`config.mk`:
```
export PLATFORM = sky130hd
export DESIGN_NAME = wake_pme_ctrl
export DESIGN_NICKNAME = d
export VERILOG_FILES = /design/src/rtl/wake_pkg.sv /design/src/rtl/wake_status.sv /design/src/rtl/wake_pin_drv.sv /design/src/rtl/phy_rst_seq.sv /design/src/rtl/wake_pme_ctrl.sv
export SDC_FILE = /design/constraint.sdc
export NUM_CORES = 1
export LEC_CHECK = 0
export CAP_MARGIN = 20
export CORE_AREA = 4 4 41 43
export CTS_BUF_LIST = sky130_fd_sc_hd__clkbuf_16
export DETAILED_ROUTE_END_ITERATION = 16
export DIE_AREA = 0 0 45 47
export MAX_ROUTING_LAYER = met4
export PLACE_DENSITY = 0.72
export SLEW_MARGIN = 25
export SYNTH_ARGS = -nofsm -noshare
export SYNTH_HDL_FRONTEND = slang
export SYNTH_SLANG_ARGS = --single-unit
export TNS_END_PERCENT = 5
```
`constraint.sdc`:
```
create_clock -name clk -period 3.9 [get_ports clk]
set_input_delay 0.78 -clock clk [delete_from_list [all_inputs] [get_ports clk]]
set_output_delay 0.78 -clock clk [all_outputs]
set_load 0.05 [all_outputs]
```
`src/rtl/wake_pkg.sv`:
```
package wake_pkg;
  typedef struct packed {
    logic out;
    logic oe;
  } pin_drv_t;

  // Wanted pin level for a given assert state and polarity.
  function automatic logic wanted_level(input logic asserted, input logic pol);
    return asserted ? ~pol : pol;
  endfunction
endpackage

```
`src/rtl/wake_status.sv`:
```
module wake_status (
  input  logic clk,
  input  logic rst,
  input  logic lc_mode_sw,
  input  logic mode_wr,
  input  logic mode_wdata,
  input  logic magic_hit,
  input  logic link_chg,
  input  logic clr_magic,
  input  logic clr_link,
  output logic magic_sts,
  output logic link_sts
);
  logic lcm_hw;
  logic link_en;

  assign link_en = lc_mode_sw | lcm_hw;

  always_ff @(posedge clk) begin
    if (rst) begin
      lcm_hw    <= 1'b0;
      magic_sts <= 1'b0;
      link_sts  <= 1'b0;
    end else begin
      if (mode_wr) lcm_hw <= mode_wdata;
      if (magic_hit)      magic_sts <= 1'b1;
      else if (clr_magic) magic_sts <= 1'b0;
      if (link_chg && link_en) link_sts <= 1'b1;
      else if (clr_link)       link_sts <= 1'b0;
    end
  end
endmodule

```
`src/rtl/wake_pin_drv.sv`:
```
module wake_pin_drv
  import wake_pkg::*;
(
  input  logic clk,
  input  logic rst,
  input  logic magic_sts,
  input  logic link_sts,
  input  logic pme_en,
  input  logic pme_ovr,
  input  logic pwr_good,
  input  logic wake_pp,
  input  logic gate_en,
  input  logic wake_pol,
  output logic pme_req,
  output logic wake_out,
  output logic wake_oe
);
  logic     any_sts;
  logic     level;
  pin_drv_t drv_nxt;

  assign any_sts = magic_sts | link_sts;
  assign level   = wanted_level(any_sts, wake_pol);

  always_comb begin
    if (gate_en && !pwr_good) begin
      drv_nxt.out = wake_pp ? level : 1'b0;
      drv_nxt.oe  = 1'b0;
    end else if (wake_pp) begin
      drv_nxt.out = level;
      drv_nxt.oe  = 1'b1;
    end else begin
      drv_nxt.out = 1'b0;
      drv_nxt.oe  = ~level;
    end
  end

  always_ff @(posedge clk) begin
    if (rst) begin
      pme_req  <= 1'b0;
      wake_out <= 1'b0;
      wake_oe  <= 1'b0;
    end else begin
      pme_req  <= any_sts & (pme_en | pme_ovr);
      wake_out <= drv_nxt.out;
      wake_oe  <= drv_nxt.oe;
    end
  end
endmodule

```
`src/rtl/phy_rst_seq.sv`:
```
module phy_rst_seq #(
  parameter int unsigned CYCLES = 16
) (
  input  logic clk,
  input  logic rst,
  input  logic pol,
  output logic pin
);
  localparam int unsigned CW = $clog2(CYCLES + 1);
  localparam logic [CW-1:0] LOAD = CW'(CYCLES);

  logic [CW-1:0] cnt;

  always_ff @(posedge clk) begin
    if (rst) begin
      cnt <= LOAD;
      pin <= ~pol;
    end else begin
      pin <= (cnt != '0) ^ pol;
      if (cnt != '0) cnt <= cnt - 1'b1;
    end
  end
endmodule

```
`src/rtl/wake_pme_ctrl.sv`:
```
module wake_pme_ctrl #(
  parameter int unsigned PHY_RST_CYCLES = 16
) (
  input  logic clk,
  input  logic rst,
  input  logic pwr_good,
  input  logic pme_en,
  input  logic pme_ovr,
  input  logic lc_mode_sw,
  input  logic mode_wr,
  input  logic mode_wdata,
  input  logic magic_hit,
  input  logic link_chg,
  input  logic clr_magic,
  input  logic clr_link,
  input  logic wake_pp,
  input  logic gate_en,
  input  logic wake_pol,
  input  logic phy_rst_pol,
  output logic magic_sts,
  output logic link_sts,
  output logic pme_req,
  output logic wake_out,
  output logic wake_oe,
  output logic phy_rst_pin
);
  wake_status u_sts (
    .clk(clk), .rst(rst), .lc_mode_sw(lc_mode_sw), .mode_wr(mode_wr),
    .mode_wdata(mode_wdata), .magic_hit(magic_hit), .link_chg(link_chg),
    .clr_magic(clr_magic), .clr_link(clr_link),
    .magic_sts(magic_sts), .link_sts(link_sts)
  );

  wake_pin_drv u_drv (
    .clk(clk), .rst(rst), .magic_sts(magic_sts), .link_sts(link_sts),
    .pme_en(pme_en), .pme_ovr(pme_ovr), .pwr_good(pwr_good),
    .wake_pp(wake_pp), .gate_en(gate_en), .wake_pol(wake_pol),
    .pme_req(pme_req), .wake_out(wake_out), .wake_oe(wake_oe)
  );

  phy_rst_seq #(.CYCLES(PHY_RST_CYCLES)) u_phy (
    .clk(clk), .rst(rst), .pol(phy_rst_pol), .pin(phy_rst_pin)
  );
endmodule

```
==> flow_metrics.tcl <==
set metrics [dict create \
    outcome "finished clean" \
    cts_num_sinks 12 \
    synth_seq_cells 12 \
    ctsResizeCount 0 \
    grt_first_pass_wirelength_mm 1.552 \
    grt-ovfl-total 0 \
    synth_largest_area_cell "dfxtp_1" \
    grt_max_degree 13 \
    cts_tree "done" \
    slowest_stage "clkdlybuf4s50_1" \
    cts_buffer_depth 2 \
    min_from "u_sts.link_sts" \
    critical_path_depth 1 \
    hold_depth 2 \
    rsz0062_at_grt "false" \
    post_route_cells_drive_above_1_share 0.08219 \
    synthTopCellsByArea "dfxtp_1 (49%), xnor2_1 (7.2%), nor3_1 (6.2%)" \
    synth_cell_type_count 19 \
    port_buffers 21 \
    route.detailed.drc 0 \
    rows 13 \
    wire_per_inst_microns 11.25 \
    cts-root-buf "clkbuf_16" \
    clk_pin_slew_ps 40 \
    worstPathArrival_ps 1400 \
    numCtsBuffers 3 \
    clock_skew_ps 0.5611 \
    synth_edf_count 0 \
    setup_viol 0 \
    critPathMaxFanout 3 \
    ant_nets 0 \
    startpoint "u_sts.link_sts" \
    synth_warnings 0 \
    start_kind "flop" \
    crit_chain "clkdlybuf4s50_1" \
    slew_viol_final 0 \
    crit_type "flop to output pin" \
    ys_seq_area_frac 0.4948 \
    synth_top_area_share 0.4948 \
    hold_viol 0 \
    antenna_found_initial 0 \
    synthCells 50 \
    worstSkewPairLatency_ps 230 \
    cap_violations 0 \
    hold_class "flop to flop" \
    synthFlopType "dfxtp_1" \
    finalWeightedCongestion 0.6634 \
    worstReg2RegStart "u_phy.cnt[0]" \
    fmax_mhz 458.8 \
    drt_iter0_drc 3 \
    dp_hpwl_microns 724 \
    power_density_mw_per_mm2 633.7 \
    die_y_microns 47 \
    irDropWorstVdd_mv 0.2814 \
    critical_path_required_ps 3120 \
    synth_async_sr_flop_share 0 \
    post_cts_buffers 0 \
    htree_levels 1 \
    critPathTopFamily "buffers and inverters" \
    die_w_microns 45 \
    power_mw 0.4979 \
    cpPeakStageDelay_ps 810 \
    slew_headroom 0.6229 \
    start_util 0.3731 \
    setup_tns_ps 0 \
    coreArea_sq_mm 0.001301 \
    finalCritPeriodShare 0.5589 \
    tightest_slew_ps 557.8 \
    globalRouteTotalUtil 0.1099 \
    areaGrowthSynthToFinish_pct 61.86 \
    pin_count 22 \
    die_area_sq_mm 0.002115 \
    worstSetupEndpointType "output pin" \
    viasPerCell 4.693 \
    cp_num_buf_inv 1 \
    finalCriticalPeriod_ps 2180 \
    vias 413 \
    fin_util 0.6038 \
    synth_top_cells_by_count "dfxtp_1 (12), nor2_1 (7), nor3_1 (6), inv_1 (5), xnor2_1 (4)" \
    wirelength_microns 990 \
    cts_hold_buf 0 \
    synth_fp_nets 68 \
    avgSynthCellArea_sq_um 9.709 \
    rr_worst_depth 5 \
    netlist_area_sq_um 485.5 \
    power_leakage_nw 0.3146 \
    nets 93 \
    grt_pass1_vias 402 \
    antennaDiodeCount 0 \
    dr.pass1.iters 3 \
    yosys.cell_count.top_type "dfxtp_1" \
]
## stage by stage
stage	setup WS (ps)	std cells	cell area, sq um	hold WS (ps)
global placement	1985	85	710.7	478.6
floorplan	2501	50	485.5	454.7
CTS	1714	88	785.8	495.5
detailed placement	1982	85	710.7	488.6
finish	1720	88	785.8	489.7
global route	1666	88	785.8	517.3
## cell type report
class	instances	area, sq um
Fill cell	122	515.5
Sequential cell	12	240.2
Multi-Input combinational cell	32	222.7
Timing Repair Buffer	21	210.2
Clock buffer	3	75.07
Inverter	5	18.77
Tap cell	15	18.77
## routing by layer
metal  track usage  up-vias  wire length, microns
met5             -        -                     0
li1              -      215                     -
met3       0.03448        0                   102
met2        0.1751       19                   430
met4       0.08772        0                     0
met1        0.1109      179                   457
## final timing paths
path | endpoint | slack [ps]
max reg2reg | u_phy.cnt[1] | 2490
min reg2reg | u_sts.link_sts | 490
max | link_sts | 1720
min | u_sts.link_sts | 490
## placed cells by master, fill, tap and decap left out, types with 2 or more instances in the layout
master	n
ha_1	2
clkbuf_16	3
clkdlybuf4s50_1	21
dfxtp_1	12
a21oi_1	2
nor2_1	7
inv_1	5
nor3_1	6
xnor2_1	4
## state kept, by name, indices dropped and copies added (netlist names)
name	cells
u_sts.link_sts	1
u_drv.pme_req	1
u_sts.magic_sts	1
u_phy.cnt	5
u_drv.wake_out	1
u_sts.lcm_hw	1
u_phy.pin	1
u_drv.wake_oe	1
## logic make-up after synthesis
| group | after synthesis | synth area share |
|---|---|---|
| flops | 12 | 0.4948 |
| mux | 1 | 0.02062 |
| simple gates | 19 | 0.2217 |
| buf+inv | 6 | 0.04639 |
| xor+xnor | 4 | 0.07216 |
| fa+ha+maj | 2 | 0.05154 |
| compound gates | 6 | 0.09278 |
## report_power, final
part           total, mW  switching, mW  internal [mW]
Sequential         0.173         0.0222          0.151
Combinational      0.144         0.0697         0.0743
Clock              0.181         0.0478          0.133
No activity file was read; power rests on OpenSTA's default activity.
